`src/rtl/autobaud_detect.sv`:
```
module autobaud_detect #(
  parameter int CNT_W    = 10,
  parameter int FAST_DIV = 16,
  parameter int SLOW_DIV = 32,
  parameter int TOL      = 2
) (
  input  logic             clk,
  input  logic             rst,
  input  logic             rx_in,
  output logic             tx_out,
  output logic [CNT_W-1:0] divisor,
  output logic             locked,
  output logic             error
);

  localparam logic [CNT_W-1:0] CMAX   = '1;
  localparam logic [CNT_W-1:0] GLITCH = CNT_W'(FAST_DIV / 2);
  localparam logic [CNT_W-1:0] F_LO   = CNT_W'(FAST_DIV - TOL);
  localparam logic [CNT_W-1:0] F_HI   = CNT_W'(FAST_DIV + TOL);
  localparam logic [CNT_W-1:0] S_LO   = CNT_W'(SLOW_DIV - TOL);
  localparam logic [CNT_W-1:0] S_HI   = CNT_W'(SLOW_DIV + TOL);
  localparam logic [CNT_W-1:0] ONE    = CNT_W'(1);
  localparam logic [7:0]       REPLY  = 8'h00;
  localparam logic [7:0]       ACK    = 8'h55;

  typedef enum logic [2:0] {IDLE, MEAS, STOP, TX, RXW, RXB, LOCK, FAIL} st_t;

  st_t              st;
  logic             s1, s2;
  logic [CNT_W-1:0] cnt, per, bc;
  logic [3:0]       bi;
  logic [9:0]       tsh;
  logic [7:0]       rsh;

  wire             rxs  = s2;
  wire [CNT_W:0]   rnd  = ({1'b0, cnt} + (CNT_W+1)'(4)) / (CNT_W+1)'(9);
  wire [CNT_W-1:0] mper = rnd[CNT_W-1:0];
  wire             rate_ok = (mper >= F_LO && mper <= F_HI) || (mper >= S_LO && mper <= S_HI);

  assign tx_out  = (st == TX) ? tsh[0] : 1'b1;
  assign divisor = per;
  assign locked  = (st == LOCK);
  assign error   = (st == FAIL);

  always_ff @(posedge clk) begin
    if (rst) begin
      s1  <= 1'b1;
      s2  <= 1'b1;
      st  <= IDLE;
      cnt <= '0;
      per <= '0;
      bc  <= '0;
      bi  <= '0;
      tsh <= '1;
      rsh <= '0;
    end else begin
      s1 <= rx_in;
      s2 <= s1;
      case (st)
        IDLE: if (!rxs) begin
          cnt <= ONE;
          st  <= MEAS;
        end
        MEAS: begin
          if (rxs) begin
            if (cnt < GLITCH) st <= IDLE;
            else if (!rate_ok) st <= FAIL;
            else begin
              per <= mper;
              cnt <= ONE;
              st  <= STOP;
            end
          end else if (cnt == CMAX) st <= FAIL;
          else cnt <= cnt + ONE;
        end
        STOP: begin
          if (!rxs) st <= FAIL;
          else if (cnt + ONE == per) begin
            st  <= TX;
            tsh <= {1'b1, REPLY, 1'b0};
            bc  <= '0;
            bi  <= '0;
          end else cnt <= cnt + ONE;
        end
        TX: begin
          if (bc == per - ONE) begin
            bc  <= '0;
            tsh <= {1'b1, tsh[9:1]};
            if (bi == 4'd9) st <= RXW;
            else bi <= bi + 4'd1;
          end else bc <= bc + ONE;
        end
        RXW: if (!rxs) begin
          bc <= (per >> 1) - ONE;
          bi <= '0;
          st <= RXB;
        end
        RXB: begin
          if (bc != '0) bc <= bc - ONE;
          else begin
            bc <= per - ONE;
            if (bi == 4'd0) begin
              if (rxs) st <= RXW;
              else bi <= 4'd1;
            end else if (bi <= 4'd8) begin
              rsh <= {rxs, rsh[7:1]};
              bi  <= bi + 4'd1;
            end else st <= (rxs && rsh == ACK) ? LOCK : FAIL;
          end
        end
        LOCK: st <= LOCK;
        FAIL: st <= FAIL;
        default: st <= FAIL;
      endcase
    end
  end

  AST_NOT_BOTH: assert property (@(posedge clk) disable iff (rst) !(locked && error));
  AST_ERR_HOLD: assert property (@(posedge clk) disable iff (rst) error |=> error);
  AST_LOCK_HOLD: assert property (@(posedge clk) disable iff (rst) locked |=> (locked && $stable(divisor)));
  AST_LOCK_RATE: assert property (@(posedge clk) disable iff (rst)
    locked |-> ((divisor >= F_LO && divisor <= F_HI) || (divisor >= S_LO && divisor <= S_HI)));
  AST_SAT_ERR: assert property (@(posedge clk) disable iff (rst) (st == MEAS && !rxs && cnt == CMAX) |=> error);
  AST_SHORT_STOP: assert property (@(posedge clk) disable iff (rst) (st == STOP && !rxs) |=> error);
  AST_TX_QUIET: assert property (@(posedge clk) disable iff (rst) (locked || error) |-> tx_out);

endmodule

```
`config.mk`:
```
export PLATFORM = sky130hd
export DESIGN_NAME = autobaud_detect
export DESIGN_NICKNAME = d
export VERILOG_FILES = /design/src/rtl/autobaud_detect.sv
export SDC_FILE = /design/constraint.sdc
export NUM_CORES = 1
export LEC_CHECK = 0
export BUFFER_PORTS_ARGS = -buffer_cell sky130_fd_sc_hd__buf_4
export CORE_UTILIZATION = 65
export CTS_CLUSTER_DIAMETER = 200
export DETAILED_ROUTE_END_ITERATION = 10
export GPL_TIMING_DRIVEN = 0
export HOLD_SLACK_MARGIN = 0.05
export PLACE_DENSITY_LB_ADDON = 0.12
export SLEW_MARGIN = 0
export SYNTH_ARGS = -nofsm -noshare
export SYNTH_HDL_FRONTEND = slang
export SYNTH_SLANG_ARGS = --single-unit
```
`constraint.sdc`:
```
create_clock -name clk -period 15 [get_ports clk]
set_clock_uncertainty 0.15 [all_clocks]
set_input_delay 0.75 -clock clk [delete_from_list [all_inputs] [get_ports clk]]
set_output_delay 0.75 -clock clk [all_outputs]
set_load 0.1 [all_outputs]
```
==> report_table.html, run 1 <==
<table>
<tr><th>Metric</th><th>Value</th></tr>
<tr><th colspan="2">Clocking</th></tr>
<tr><td>Deepest clock path buffer count</td><td>2</td></tr>
<tr><td>Worst-skew pair later-pin latency</td><td>roughly 320 ps</td></tr>
<tr><td>Resize count post-CTS</td><td>0</td></tr>
<tr><td>Number of CTS-inserted buffers</td><td>5</td></tr>
<tr><td>Hold-fix buffer count after cts</td><td>0</td></tr>
<tr><td>Clock tree from TritonCTS</td><td>built</td></tr>
<tr><td>Num Clock Sinks</td><td>54</td></tr>
<tr><td>Setup fix buffers added after clock tree synthesis</td><td>0</td></tr>
<tr><td>Clock-pin slew of the registers on the worst-case setup and hold paths</td><td>approximately 100 ps</td></tr>
<tr><td>H-tree level count</td><td>2</td></tr>
<tr><td>Root buffer cell</td><td>clkbuf_8</td></tr>
<tr><th colspan="2">Floorplan</th></tr>
<tr><td>Initial cell density of the core</td><td>66.9%</td></tr>
<tr><td>Chip Width</td><td>90.9 um</td></tr>
<tr><td>Total die area</td><td>between 8000 and 9000 um2</td></tr>
<tr><td>Core area</td><td>7690 um2</td></tr>
<tr><td># rows</td><td>32</td></tr>
<tr><td>Vert. Die Dim</td><td>90.9 um</td></tr>
<tr><td>Number of ports placed on the die boundary</td><td>16</td></tr>
<tr><th colspan="2">Synthesis</th></tr>
<tr><td>Flip-flop and latch count after synthesis</td><td>54</td></tr>
<tr><td>Cells after synthesis</td><td>698</td></tr>
<tr><td>Post-synthesis cell type with the largest combined area</td><td>dfxtp_1</td></tr>
<tr><td>EDFF count, synth</td><td>0</td></tr>
<tr><td>Mean instance size in the synthesized netlist</td><td>7.37 um2</td></tr>
<tr><td>Ys Warns</td><td>0</td></tr>
<tr><td>Share of async-settable or async-resettable flops after synthesis</td><td>0%</td></tr>
<tr><td>Number of unique standard cell types used by synthesis</td><td>88</td></tr>
<tr><td>Netlist area before placement</td><td>5140 um2</td></tr>
<tr><td>Area share of the leading cell type in the synthesized netlist</td><td>about a fifth</td></tr>
<tr><td>Dominant synthesized flop cell</td><td>dfxtp_1</td></tr>
<tr><td>Sequential-to-total area share from yosys stat</td><td>21.0%</td></tr>
<tr><td>Leading cell types by total area after synthesis</td><td>dfxtp_1 (21%), nor2_1 (5.3%), nand2_1 (4.7%), ha_1 (4.6%), a21oi_1 (4.3%)</td></tr>
<tr><td>Cell with the most instances after synthesis</td><td>nor2_1</td></tr>
<tr><td>Most instantiated cells after synthesis</td><td>nor2_1 (72), nand2_1 (65), dfxtp_1 (54)</td></tr>
<tr><th colspan="2">STA</th></tr>
<tr><td>Upper clock frequency limit</td><td>around 0.18 GHz</td></tr>
<tr><td>Final Hold Violating Endpoints</td><td>0</td></tr>
<tr><td>Hold slack final</td><td>about 300 ps</td></tr>
<tr><td>Slew headroom</td><td>37.8%</td></tr>
<tr><td>Setup total negative slack</td><td>0 ps</td></tr>
<tr><td>Finish-stage setup viols</td><td>0</td></tr>
<tr><td>Setup WS post-layout</td><td>between 9000 and 10000 ps</td></tr>
<tr><td>Minimum period implied by the final worst setup slack</td><td>5590 ps</td></tr>
<tr><td>Transition at the pin with the smallest max-transition slack</td><td>932 ps</td></tr>
<tr><td>Final worst path period share</td><td>37.2%</td></tr>
<tr><td>Pins over their slew limit</td><td>0</td></tr>
<tr><td>Setup repair after global routing missed its margin</td><td>false</td></tr>
<tr><th colspan="2">Worst hold path</th></tr>
<tr><td>Critical hold path startpoint</td><td>s1$_SDFF_PP1_</td></tr>
<tr><td>Worst hold stages</td><td>1</td></tr>
<tr><td>Terminating pin of the worst hold path</td><td>rxs$_SDFF_PP1_</td></tr>
<tr><td>Hold/Removal Path Class</td><td>flip-flop to flip-flop</td></tr>
<tr><th colspan="2">Final layout</th></tr>
<tr><td>Signed area change from the synthesized netlist to the final layout</td><td>6.21%</td></tr>
<tr><td>Non-filler instance count after layout</td><td>821</td></tr>
<tr><td>Fin nets</td><td>740</td></tr>
<tr><td>Inserted Diodes</td><td>0</td></tr>
<tr><td>Layout cell share with drive strength beyond 1</td><td>9.74%</td></tr>
<tr><th colspan="2">Power and ir drop</th></tr>
<tr><td>Total Power</td><td>0.250 mW</td></tr>
<tr><td>Net switching fraction of the power</td><td>between 20% and 30%</td></tr>
<tr><td>VDD IR max</td><td>0.0486 mV</td></tr>
<tr><td>Lkg Pwr</td><td>2.09 nW</td></tr>
<tr><td>Clock Power Share</td><td>a little over a third</td></tr>
<tr><td>Relative contribution of combinational cells to total power</td><td>6.7%</td></tr>
<tr><td>Power Dens Cells</td><td>45.9 nW/um2</td></tr>
<tr><td>P_sw</td><td>around 0.067 mW</td></tr>
<tr><td>Internal power</td><td>0.183 mW</td></tr>
<tr><td>Sequential power share</td><td>between 50% and 60%</td></tr>
<tr><th colspan="2">Global routing</th></tr>
<tr><td>Antenna violations before repair</td><td>0</td></tr>
<tr><td>Wire length of the first global-routing pass</td><td>around 23 mm</td></tr>
<tr><td>Layer with the highest usage after global routing</td><td>met2</td></tr>
<tr><td>GRT met3 Usage</td><td>4.69%</td></tr>
<tr><td>Pin count of the biggest net entering global routing</td><td>20</td></tr>
<tr><td>Global Route met2 Usage</td><td>52.4%</td></tr>
<tr><td>Global-route congestion overflow total</td><td>0</td></tr>
<tr><td>GRT Util Overall</td><td>roughly a third</td></tr>
<tr><td>Met1 Track Usage GR</td><td>between 40% and 50%</td></tr>
<tr><td>Number of global-route vias before repair</td><td>4899</td></tr>
<tr><th colspan="2">Worst setup path</th></tr>
<tr><td>Worst Path Arrival</td><td>~5700 ps</td></tr>
<tr><td>FF-to-FF Start</td><td>cnt[2]$_SDFFE_PP0P_</td></tr>
<tr><td>Master of the slowest instance on the critical path</td><td>mux2i_1</td></tr>
<tr><td>Worst reg2reg path depth</td><td>20</td></tr>
<tr><td>Worst reg-to-reg setup slack</td><td>9410 ps</td></tr>
<tr><td>Crit path cell chain</td><td>ha_1 &gt; nand3_1 &gt; xor2_1 &gt; mux2i_1 &gt; a21oi_4 &gt; o32ai_2 &gt; nor3b_2 &gt; mux2i_1 &gt; o211ai_1 &gt; o21ai_0 &gt; and2_1 &gt; ha_1 &gt; nand3_1 &gt; nand2b_1 &gt; a21oi_1 &gt; and4bb_1 &gt; a211oi_2 &gt; buf_4 &gt; nand2_1 &gt; a311oi_2</td></tr>
<tr><td>Max FO, Critical Path</td><td>10</td></tr>
<tr><td>Endpoint of the most critical register-to-register path</td><td>st[0]$_SDFFE_PP0P_</td></tr>
<tr><td>CP Capture Type</td><td>flip-flop</td></tr>
<tr><td>Required arrival time at the worst endpoint</td><td>15090 ps</td></tr>
<tr><td>Peak per-stage delay on the critical path</td><td>510 ps</td></tr>
<tr><td>CP Class</td><td>flip-flop to flip-flop</td></tr>
<tr><td>Startpoint kind of the worst setup timing path</td><td>flip-flop</td></tr>
<tr><th colspan="2">Routing</th></tr>
<tr><td>Routed via count</td><td>5424</td></tr>
<tr><td>Final Routed Wirelength</td><td>13.9 mm</td></tr>
<tr><td>Initial DRC Count</td><td>414</td></tr>
<tr><td>Length of the first detailed-routing pass in iterations</td><td>5</td></tr>
<tr><td>Antenna Violating Nets Remaining</td><td>0</td></tr>
<tr><td>DRC Markers</td><td>0</td></tr>
<tr><td>Average wire per standard cell</td><td>16.9 um</td></tr>
<tr><td>Drt via density</td><td>6.61</td></tr>
<tr><th colspan="2">Job</th></tr>
<tr><td>Count of maximum capacitance violations</td><td>0</td></tr>
<tr><th colspan="2">Placed design</th></tr>
<tr><td>Post-placement setup slack</td><td>9560 ps</td></tr>
<tr><td>Post-placement cell count</td><td>813</td></tr>
<tr><td>Final weighted congestion of routability-driven global placement</td><td>0.936</td></tr>
<tr><td>Number of port buffers</td><td>12</td></tr>
<tr><td>Sum of net half-perimeters after detailed placement</td><td>10.2 mm</td></tr>
<tr><th colspan="2">Status</th></tr>
<tr><td>Outcome</td><td>completed</td></tr>
</table>
[per-layer routing]
metal	up-vias	wire (um)
met5	-	0
met4	0	192
met3	28	1110
met2	252	6150
met1	2555	6430
li1	2589	-
[power groups by stage]
stage               Combinational (mW)  Clock [mW]  Sequential (mW)
global route                    0.0177      0.0952            0.145
CTS                             0.0163      0.0893            0.145
floorplan                       0.0128           0            0.148
global placement                0.0157           0            0.148
detailed placement              0.0162           0            0.148
finish                          0.0167      0.0889            0.145
[flip-flops by register name, summed over array words and instances (netlist names)]
name,count
st,3
divisor,8
bi,4
s1,1
tsh,9
cnt,10
bc,10
rsh,8
rxs,1
[stage by stage]
step	cell area [um2]	util [%]
6_report	5460	71.0
2_1_floorplan	5140	-
3_5_place_dp	5360	69.8
3_3_place_gp	5360	69.8
5_1_grt	5460	71.0
4_1_cts	5460	71.0
[critical path, delay by kind of cell, from the launching register on]
family                     cells  cell delay [ps]
AOI/OAI and AO/OA              7             1700
xor gates and xnor gates       1              420
adders and majority gates      2              560
buffers and inverters          1              230
DFF                            1              390
muxes                          2              970
and+or+nand+nor                7             1090
[cell type report]
type	count	area, um2
Sequential cell	54	1080
Inverter	19	71.3
Clock inverter	3	28.8
Buffer	58	277
Multi-Input combinational cell	568	3720
Fill cell	640	2230
Clock buffer	5	68.8
Tap cell	102	128
Timing Repair Buffer	12	90.1
[kinds of logic after synthesis]
| logic type | Yosys count | share of synthesized area (%) |
|---|---|---|
| AO/OA/AOI/OAI | 200 | 27.9 |
| XOR/XNOR | 48 | 8.32 |
| adder cells (fa/ha/maj) | 19 | 4.62 |
| buffers and inverters | 77 | 6.77 |
| flip-flops | 54 | 21.0 |
| multiplexers | 13 | 2.56 |
| other | 1 | 0.0729 |
| AND/OR/NAND/NOR | 286 | 28.7 |
[how the worst max path moves through the flow]
stage                                    from                 end
after floorplan           cnt[2]$_SDFFE_PP0P_  st[0]$_SDFFE_PP0P_
final                     cnt[2]$_SDFFE_PP0P_  st[0]$_SDFFE_PP0P_
after global routing      cnt[2]$_SDFFE_PP0P_  st[0]$_SDFFE_PP0P_
after CTS                 cnt[2]$_SDFFE_PP0P_  st[0]$_SDFFE_PP0P_
after detailed placement  cnt[2]$_SDFFE_PP0P_  st[0]$_SDFFE_PP0P_
after global placement    cnt[2]$_SDFFE_PP0P_  st[0]$_SDFFE_PP0P_
[cell usage in the layout, fill, tap and decap left out, types with 8 or more instances in the layout]
cell type   n
a21oi_1    44
a31o_1      8
and2_1      8
and3_1     11
buf_2      11
buf_4      18
clkbuf_1   36
dfxtp_1    54
ha_1       19
inv_1      18
mux2i_1    12
nand2_1    65
nand3_1    28
nand4_1     9
nor2_1     72
nor3_1     24
nor3b_1    10
nor4_1      9
o211ai_1   21
o21ai_0    43
or3_1       8
xnor2_1    23
xor2_1     24
(Power assumes the default switching activity.)
==> run 2: changes to the inputs <==
--- a/config.mk
+++ b/config.mk
@@ -6,7 +6,7 @@
 export NUM_CORES = 1
 export LEC_CHECK = 0
 export BUFFER_PORTS_ARGS = -buffer_cell sky130_fd_sc_hd__buf_4
-export CORE_UTILIZATION = 65
+export CORE_UTILIZATION = 58
 export CTS_CLUSTER_DIAMETER = 200
 export DETAILED_ROUTE_END_ITERATION = 10
 export GPL_TIMING_DRIVEN = 0
==> constraint.sdc (replaced) <==
create_clock -name clk -period 4.7 [get_ports clk]
set_clock_uncertainty 0.15 [all_clocks]
set_input_delay 0.235 -clock clk [delete_from_list [all_inputs] [get_ports clk]]
set_output_delay 0.235 -clock clk [all_outputs]
set_load 0.1 [all_outputs]
==> run 2 against run 1 <==
The run now ends with setup timing left; utilization grew 6.3 points; sequential power grew to 3.2 times the previous value; total power grew to 3.5 times the previous value; via count grew 13%; largest power group unchanged.
==> report_table.html, run 2 (same netlist as run 1, synthesis figures left out) <==
<table>
<tr><th>Metric</th><th>Value</th></tr>
<tr><th colspan="2">Worst setup path</th></tr>
<tr><td>Startpoint kind of the worst setup timing path</td><td>flip-flop</td></tr>
<tr><td>Max FO, Critical Path</td><td>10 (unchanged)</td></tr>
<tr><td>FF-to-FF Start</td><td>cnt[8]$_SDFFE_PP0P_</td></tr>
<tr><td>Required arrival time at the worst endpoint</td><td>4770 ps (-10320 ps)</td></tr>
<tr><td>CP Class</td><td>flip-flop to flip-flop</td></tr>
<tr><td>Endpoint of the most critical register-to-register path</td><td>cnt[2]$_SDFFE_PP0P_</td></tr>
<tr><td>CP Capture Type</td><td>flip-flop</td></tr>
<tr><td>Worst reg2reg path depth</td><td>18 (-10%)</td></tr>
<tr><td>Worst reg-to-reg setup slack</td><td>-150 ps (-9560 ps)</td></tr>
<tr><td>Worst Path Arrival</td><td>4910 ps (-760 ps)</td></tr>
<tr><th colspan="2">STA</th></tr>
<tr><td>Transition at the pin with the smallest max-transition slack</td><td>840 ps (-91.2 ps)</td></tr>
<tr><td>Finish-stage setup viols</td><td>20 (+20)</td></tr>
<tr><td>Pins over their slew limit</td><td>0 (unchanged)</td></tr>
<tr><td>Hold slack final</td><td>302 ps (+2.62 ps)</td></tr>
<tr><td>Upper clock frequency limit</td><td>0.206 GHz (+15%)</td></tr>
<tr><td>Slew headroom</td><td>43.8% (+6.1 points)</td></tr>
<tr><td>Minimum period implied by the final worst setup slack</td><td>4850 ps (-740 ps)</td></tr>
<tr><td>Final worst path period share</td><td>103% (+66 points)</td></tr>
<tr><td>Setup repair after global routing missed its margin</td><td>true</td></tr>
<tr><td>Setup WS post-layout</td><td>-147 ps (-9560 ps)</td></tr>
<tr><td>Final Hold Violating Endpoints</td><td>0 (unchanged)</td></tr>
<tr><th colspan="2">Clocking</th></tr>
<tr><td>Clock tree from TritonCTS</td><td>built</td></tr>
<tr><td>H-tree level count</td><td>2 (unchanged)</td></tr>
<tr><td>Deepest clock path buffer count</td><td>2 (unchanged)</td></tr>
<tr><td>Number of CTS-inserted buffers</td><td>5 (unchanged)</td></tr>
<tr><td>Worst-skew pair later-pin latency</td><td>330 ps (about the same)</td></tr>
<tr><td>Num Clock Sinks</td><td>54 (unchanged)</td></tr>
<tr><td>Clock-pin slew of the registers on the worst-case setup and hold paths</td><td>100 ps (about the same)</td></tr>
<tr><td>Root buffer cell</td><td>clkbuf_8</td></tr>
<tr><th colspan="2">Power and ir drop</th></tr>
<tr><td>VDD IR max</td><td>0.142 mV (+190%)</td></tr>
<tr><td>Lkg Pwr</td><td>2.49 nW (+19%)</td></tr>
<tr><td>Power Dens Cells</td><td>134 nW/um2 (+190%)</td></tr>
<tr><th colspan="2">Placed design</th></tr>
<tr><td>Final weighted congestion of routability-driven global placement</td><td>0.966 (+3.1%)</td></tr>
<tr><td>Number of port buffers</td><td>12 (unchanged)</td></tr>
<tr><td>Post-placement cell count</td><td>816 (+0.37%)</td></tr>
<tr><td>Sum of net half-perimeters after detailed placement</td><td>10.5 mm (+2.7%)</td></tr>
<tr><td>Area post-placement</td><td>5380 um2 (+0.28%)</td></tr>
<tr><th colspan="2">Floorplan</th></tr>
<tr><td>Number of ports placed on the die boundary</td><td>16 (unchanged)</td></tr>
<tr><td>Vert. Die Dim</td><td>96.2 um (+5.7%)</td></tr>
<tr><td>Total die area</td><td>9240 um2 (+12%)</td></tr>
<tr><td># rows</td><td>33 (+3.1%)</td></tr>
<tr><td>Chip Width</td><td>96.2 um (+5.7%)</td></tr>
<tr><td>Initial cell density of the core</td><td>61.3% (-5.5 points)</td></tr>
<tr><td>Core area</td><td>8380 um2 (+9.0%)</td></tr>
<tr><th colspan="2">Job</th></tr>
<tr><td>Count of maximum capacitance violations</td><td>0 (unchanged)</td></tr>
<tr><th colspan="2">Status</th></tr>
<tr><td>Violated checks</td><td>setup timing</td></tr>
<tr><td>Outcome</td><td>finished, violations left</td></tr>
<tr><th colspan="2">Global routing</th></tr>
<tr><td>Wire length of the first global-routing pass</td><td>24.9 mm (+8.6%)</td></tr>
<tr><td>Antenna violations before repair</td><td>0 (unchanged)</td></tr>
<tr><td>GRT Util Overall</td><td>34.0% (+0.88 points)</td></tr>
<tr><td>Pin count of the biggest net entering global routing</td><td>19 (-5.0%)</td></tr>
<tr><td>Global-route congestion overflow total</td><td>0 (unchanged)</td></tr>
<tr><td>Number of global-route vias before repair</td><td>5173 (+5.6%)</td></tr>
<tr><th colspan="2">Routing</th></tr>
<tr><td>Final Routed Wirelength</td><td>17.7 mm (+27%)</td></tr>
<tr><td>Length of the first detailed-routing pass in iterations</td><td>6 (+1)</td></tr>
<tr><td>Average wire per standard cell</td><td>20.1 um (+19%)</td></tr>
<tr><td>Routed via count</td><td>6123 (+13%)</td></tr>
<tr><td>Antenna Violating Nets Remaining</td><td>0 (unchanged)</td></tr>
<tr><td>Initial DRC Count</td><td>648 (+57%)</td></tr>
<tr><td>Drt via density</td><td>6.97 (+5.4%)</td></tr>
<tr><td>DRC Markers</td><td>0 (unchanged)</td></tr>
<tr><th colspan="2">Final layout</th></tr>
<tr><td>Post-route standard cell area excluding fillers</td><td>6480 um2 (+19%)</td></tr>
<tr><td>Commonest non-fill, non-tap cells in the layout</td><td>nor2_1 (66), nand2_1 (62), buf_4 (62)</td></tr>
<tr><td>Signed area change from the synthesized netlist to the final layout</td><td>26.0%</td></tr>
<tr><td>Top flop regs</td><td>bc (10), cnt (10), tsh (9)</td></tr>
<tr><td>Commonest non-fill, non-tap cell in the layout</td><td>nor2_1</td></tr>
<tr><td>Fin nets</td><td>795 (+7.4%)</td></tr>
<tr><td>Non-filler instance count after layout</td><td>879 (+7.1%)</td></tr>
<tr><td>Inserted Diodes</td><td>0 (unchanged)</td></tr>
<tr><td>Layout cell share with drive strength beyond 1</td><td>23.0% (+13 points)</td></tr>
<tr><td>Post-layout utilization of the core</td><td>77.3% (+6.3 points)</td></tr>
<tr><th colspan="2">Worst hold path</th></tr>
<tr><td>Terminating pin of the worst hold path</td><td>rxs$_SDFF_PP1_</td></tr>
<tr><td>Worst hold stages</td><td>1 (unchanged)</td></tr>
<tr><td>Critical hold path startpoint</td><td>s1$_SDFF_PP1_</td></tr>
<tr><td>Hold/Removal Path Class</td><td>flip-flop to flip-flop</td></tr>
</table>
==> run 2: cell count changes in the layout (fill, tap and decap cells not counted), sizes merged <==
cell          before  now
buf               34   85
clkbuf            41   43
clkinv             3    1
bufinv             0    1
clkinvlp           0    1
dlygate4sd3        0    1
dlymetal6s2s       0    1
==> run 2: per-layer routing <==
layer	vias to the layer above	wire, um	GRT usage, %
met5	-	0	0
met4	0	831	9.58
met2	454	7980	54.1
met1	2847	7030	47.0
li1	2707	-	-
met3	115	1810	5.69
==> run 2: critical path, cell delays in order, from the launching register on <==
cell and delay [ps]:
dfxtp_1 330, clkbuf_4 210, clkbuf_4 230, nand2_1 100, o311ai_0 370, o21ai_1 210, a31o_4 300, or3_4 350
and3_4 200, or4_4 490, a22oi_2 250, a311o_1 190, buf_4 140, o21bai_2 70, a21oi_1 340, o21bai_1 170
or2_4 270, buf_6 140, a31o_1 210
==> run 2: worst max-delay path by stage <==
stage | slack [ps] | startpoint | to | depth (start not counted)
2_1_floorplan | 50 | cnt[2]$_SDFFE_PP0P_ | st[0]$_SDFFE_PP0P_ | 21
3_3_place_gp | -450 | cnt[2]$_SDFFE_PP0P_ | st[0]$_SDFFE_PP0P_ | 20
3_5_place_dp | -650 | cnt[2]$_SDFFE_PP0P_ | st[0]$_SDFFE_PP0P_ | 20
4_1_cts | 2 | cnt[6]$_SDFFE_PP0P_ | divisor[4]$_SDFFE_PP0P_ | 20
5_1_grt | -250 | cnt[8]$_SDFFE_PP0P_ | cnt[2]$_SDFFE_PP0P_ | 18
6_report | -150 | cnt[8]$_SDFFE_PP0P_ | cnt[2]$_SDFFE_PP0P_ | 18
==> run 2: layout make-up <==
cell class                 instances  area, um2
sequential                        54       1100
clock inverter                     3       48.8
clock buffer                       5       68.8
timing repair buffer              70        582
tap                              105        131
fill                             583       1900
multi-input combinational        568       4190
buffer                            55        292
inverter                          19       71.3
==> run 2: power breakdown <==
part           total [mW]  internal (mW)  switching (mW)
clock network       0.346          0.163           0.183
logic              0.0619         0.0183          0.0436
registers           0.459          0.457         0.00271
total               0.867          0.638           0.229
==> run 2: timing repair <==
| action | 4_1_cts | 5_1_grt |
|---|---|---|
| endpoints found under the hold margin | 1 | 0 |
| endpoints found under the setup margin | 20 | 20 |
| cloned | 1 | 1 |
| hold buffers | 1 | 0 |
| pin swaps | 12 | 41 |
| gates resized for setup | 52 | 66 |
| buffers inserted | 20 | 35 |
==> run 2: through the flow <==
stage               power, mW  TNS, ps  worst slack [ps]
CTS                     0.859        0              2.24
detailed placement      0.524   -10270              -650
finish                  0.867    -1710              -147
floorplan               0.513        0              47.5
global route            0.889    -4060              -250
global placement        0.523    -6500              -454
==> run 3: changes to the inputs <==
--- a/config.mk
+++ b/config.mk
@@ -6,6 +6,7 @@
 export NUM_CORES = 1
 export LEC_CHECK = 0
 export BUFFER_PORTS_ARGS = -buffer_cell sky130_fd_sc_hd__buf_4
+export CORE_ASPECT_RATIO = 1.75
 export CORE_UTILIZATION = 58
 export CTS_CLUSTER_DIAMETER = 200
 export DETAILED_ROUTE_END_ITERATION = 10
==> run 3 against run 2 <==
The run still ends with setup timing left; routed wire length fell by 5.8%; register-to-register slack got worse by 30 ps; global-route usage increased by 1.0 points.
==> report_table.html, run 3 (same netlist as run 1, synthesis figures left out) <==
<table>
<tr><th>Metric</th><th>Value</th></tr>
<tr><th colspan="2">Status</th></tr>
<tr><td>Outcome</td><td>finished, violations left</td></tr>
<tr><td>Violated checks</td><td>setup timing</td></tr>
<tr><th colspan="2">Placed design</th></tr>
<tr><td>Area post-placement</td><td>5390 um2 (+0.28%)</td></tr>
<tr><td>Final weighted congestion of routability-driven global placement</td><td>0.949 (-1.8%)</td></tr>
<tr><td>Sum of net half-perimeters after detailed placement</td><td>11.4 mm (+8.5%)</td></tr>
<tr><td>Number of port buffers</td><td>12 (unchanged)</td></tr>
<tr><th colspan="2">Floorplan</th></tr>
<tr><td>Initial cell density of the core</td><td>59.7% (-1.7 points)</td></tr>
<tr><td># rows</td><td>45 (+36%)</td></tr>
<tr><td>Chip Width</td><td>73.2 um (-24%)</td></tr>
<tr><td>Total die area</td><td>9260 um2 (+0.16%)</td></tr>
<tr><td>Core area</td><td>8610 um2 (+2.8%)</td></tr>
<tr><td>Number of ports placed on the die boundary</td><td>16 (unchanged)</td></tr>
<tr><td>Vert. Die Dim</td><td>127 um (+32%)</td></tr>
<tr><th colspan="2">Final layout</th></tr>
<tr><td>Area of the multi-input gates</td><td>4130 um2 (-1.3%)</td></tr>
<tr><td>Inserted Diodes</td><td>0 (unchanged)</td></tr>
<tr><td>Area taken by flip-flops and latches</td><td>1090 um2 (-0.57%)</td></tr>
<tr><td>Post-route standard cell area excluding fillers</td><td>6340 um2 (-2.1%)</td></tr>
<tr><td>Filler Cells Inserted</td><td>675 (+16%)</td></tr>
<tr><td>Top flop regs</td><td>bc (10), cnt (10), tsh (9)</td></tr>
<tr><td>Signed area change from the synthesized netlist to the final layout</td><td>23.4%</td></tr>
<tr><td>Commonest non-fill, non-tap cells in the layout</td><td>nor2_1 (66), nand2_1 (61), buf_4 (52)</td></tr>
<tr><td>Layout cell share with drive strength beyond 1</td><td>20.9% (-2.1 points)</td></tr>
<tr><td>Fin nets</td><td>782 (-1.6%)</td></tr>
<tr><td>Commonest non-fill, non-tap cell in the layout</td><td>nor2_1</td></tr>
<tr><th colspan="2">STA</th></tr>
<tr><td>Transition at the pin with the smallest max-transition slack</td><td>857 ps (+16.4 ps)</td></tr>
<tr><td>Hold slack final</td><td>259 ps (-42.7 ps)</td></tr>
<tr><td>Final worst path period share</td><td>104% (+0.54 points)</td></tr>
<tr><td>Slew headroom</td><td>42.8% (-1.1 points)</td></tr>
<tr><td>Setup WS post-layout</td><td>-173 ps (-25.4 ps)</td></tr>
<tr><td>Setup repair after global routing missed its margin</td><td>true</td></tr>
<tr><td>Pins over their slew limit</td><td>0 (unchanged)</td></tr>
<tr><td>Upper clock frequency limit</td><td>0.205 GHz (-0.52%)</td></tr>
<tr><td>Minimum period implied by the final worst setup slack</td><td>4870 ps (+25.4 ps)</td></tr>
<tr><td>Final Hold Violating Endpoints</td><td>0 (unchanged)</td></tr>
<tr><td>Finish-stage setup viols</td><td>20 (unchanged)</td></tr>
<tr><th colspan="2">Routing</th></tr>
<tr><td>Antenna Violating Nets Remaining</td><td>0 (unchanged)</td></tr>
<tr><td>Initial DRC Count</td><td>549 (-15%)</td></tr>
<tr><td>Average wire per standard cell</td><td>19.0 um (-5.6%)</td></tr>
<tr><td>DRC Markers</td><td>0 (unchanged)</td></tr>
<tr><td>Length of the first detailed-routing pass in iterations</td><td>5 (-1)</td></tr>
<tr><td>Final Routed Wirelength</td><td>16.6 mm (-5.8%)</td></tr>
<tr><td>Drt via density</td><td>6.61 (-5.2%)</td></tr>
<tr><td>Routed via count</td><td>5793 (-5.4%)</td></tr>
<tr><th colspan="2">Power and ir drop</th></tr>
<tr><td>Lkg Pwr</td><td>2.43 nW (-2.2%)</td></tr>
<tr><td>VDD IR max</td><td>0.228 mV (+61%)</td></tr>
<tr><td>Power Dens Cells</td><td>147 nW/um2 (+9.9%)</td></tr>
<tr><th colspan="2">Worst setup path</th></tr>
<tr><td>Worst Path Arrival</td><td>4920 ps (about the same)</td></tr>
<tr><td>Max FO, Critical Path</td><td>6 (-4)</td></tr>
<tr><td>Required arrival time at the worst endpoint</td><td>4750 ps (-20 ps)</td></tr>
<tr><td>CP Class</td><td>flip-flop to flip-flop</td></tr>
<tr><td>CP Capture Type</td><td>flip-flop</td></tr>
<tr><td>Startpoint kind of the worst setup timing path</td><td>flip-flop</td></tr>
<tr><th colspan="2">Global routing</th></tr>
<tr><td>Number of global-route vias before repair</td><td>5500 (+6.3%)</td></tr>
<tr><td>Pin count of the biggest net entering global routing</td><td>17 (-2)</td></tr>
<tr><td>Wire length of the first global-routing pass</td><td>25.6 mm (+2.9%)</td></tr>
<tr><td>Global-route congestion overflow total</td><td>0 (unchanged)</td></tr>
<tr><td>Antenna violations before repair</td><td>0 (unchanged)</td></tr>
<tr><td>GRT Util Overall</td><td>35.1% (+1.0 points)</td></tr>
<tr><th colspan="2">Clocking</th></tr>
<tr><td>Num Clock Sinks</td><td>54 (unchanged)</td></tr>
<tr><td>H-tree level count</td><td>2 (unchanged)</td></tr>
<tr><td>Deepest clock path buffer count</td><td>2 (unchanged)</td></tr>
<tr><td>Number of CTS-inserted buffers</td><td>5 (unchanged)</td></tr>
<tr><td>Clock tree from TritonCTS</td><td>built</td></tr>
<tr><td>Root buffer cell</td><td>clkbuf_16</td></tr>
<tr><td>Worst-skew pair later-pin latency</td><td>300 ps (-30 ps)</td></tr>
<tr><td>Clock-pin slew of the registers on the worst-case setup and hold paths</td><td>70 ps (-30 ps)</td></tr>
<tr><th colspan="2">Worst hold path</th></tr>
<tr><td>Hold/Removal Path Class</td><td>flip-flop to flip-flop</td></tr>
<tr><th colspan="2">Job</th></tr>
<tr><td>Count of maximum capacitance violations</td><td>0 (unchanged)</td></tr>
</table>
-- run 3: per-stage QoR --
| step | std cells | TNS [ps] | worst slack (ps) | total power [mW] | util (%) |
|---|---|---|---|---|---|
| global route | 877 | -4410 | -267 | 0.957 | 73.6 |
| global placement | 828 | -8580 | -568 | 0.524 | 62.6 |
| CTS | 858 | 0 | 6.35 | 0.937 | 68.8 |
| detailed placement | 828 | -11220 | -690 | 0.526 | 62.6 |
| finish | 877 | -2070 | -173 | 0.933 | 73.6 |
| floorplan | 699 | 0 | 47.5 | 0.513 | - |
-- run 3: worst paths after layout --
check	startpoint	end	slack, ps	depth (start not counted)
setup reg to reg	cnt[4]$_SDFFE_PP0P_	divisor[4]$_SDFFE_PP0P_	-170	23
hold reg to reg	s1$_SDFF_PP1_	rxs$_SDFF_PP1_	260	1
hold / removal	s1$_SDFF_PP1_	rxs$_SDFF_PP1_	260	1
setup / recovery	cnt[4]$_SDFFE_PP0P_	divisor[4]$_SDFFE_PP0P_	-170	23
-- run 3: cell type report --
type,count,share of cell area (%)
Buffer,57,4.77
Clock buffer,5,1.97
Clock inverter,2,0.611
Inverter,19,1.12
Multi-Input combinational cell,568,65.1
Sequential cell,54,17.2
Tap cell,117,2.31
Timing Repair Buffer,55,6.84
-- run 3: what timing repair did --
item | 4_1_cts | 5_1_grt
endpoints found under the hold margin | 1 | 0
setup buffers | 22 | 19
endpoints found under the setup margin | 20 | 20
gates cloned | 1 | 1
gates resized for setup | 44 | 52
hold buffers | 1 | 0
pin swaps | 13 | 36
-- run 3: critical path, stage by stage (launching register included) --
cell	delay (ps)
dfxtp_2	320
buf_6	110
and4_1	190
buf_6	140
and2_4	150
a211o_1	370
buf_6	150
a211oi_4	360
o2bb2ai_4	160
nor3b_4	190
or3_4	420
o2111a_1	270
nand2_1	100
and2_4	160
ha_4	190
nand3_2	70
nand2b_1	70
a21oi_2	130
and4bb_1	260
a211oi_4	330
buf_4	180
buf_6	120
o211ai_1	90
o41ai_1	90
-- run 3: routing by layer --
metal | track usage, % | vias to the layer above | share of wire, %
li1 | - | 2686 | -
met1 | 34.6 | 2726 | 35
met2 | 62.3 | 275 | 53
met3 | 6.04 | 106 | 4.8
met4 | 27.7 | 0 | 7.6
met5 | 0 | - | 0
-- run 3: power by group --
part / total [mW] / internal, mW / switching, mW
registers: 0.460 / 0.458 / 0.00256
logic: 0.0588 / 0.0171 / 0.0417
clock network: 0.414 / 0.249 / 0.165
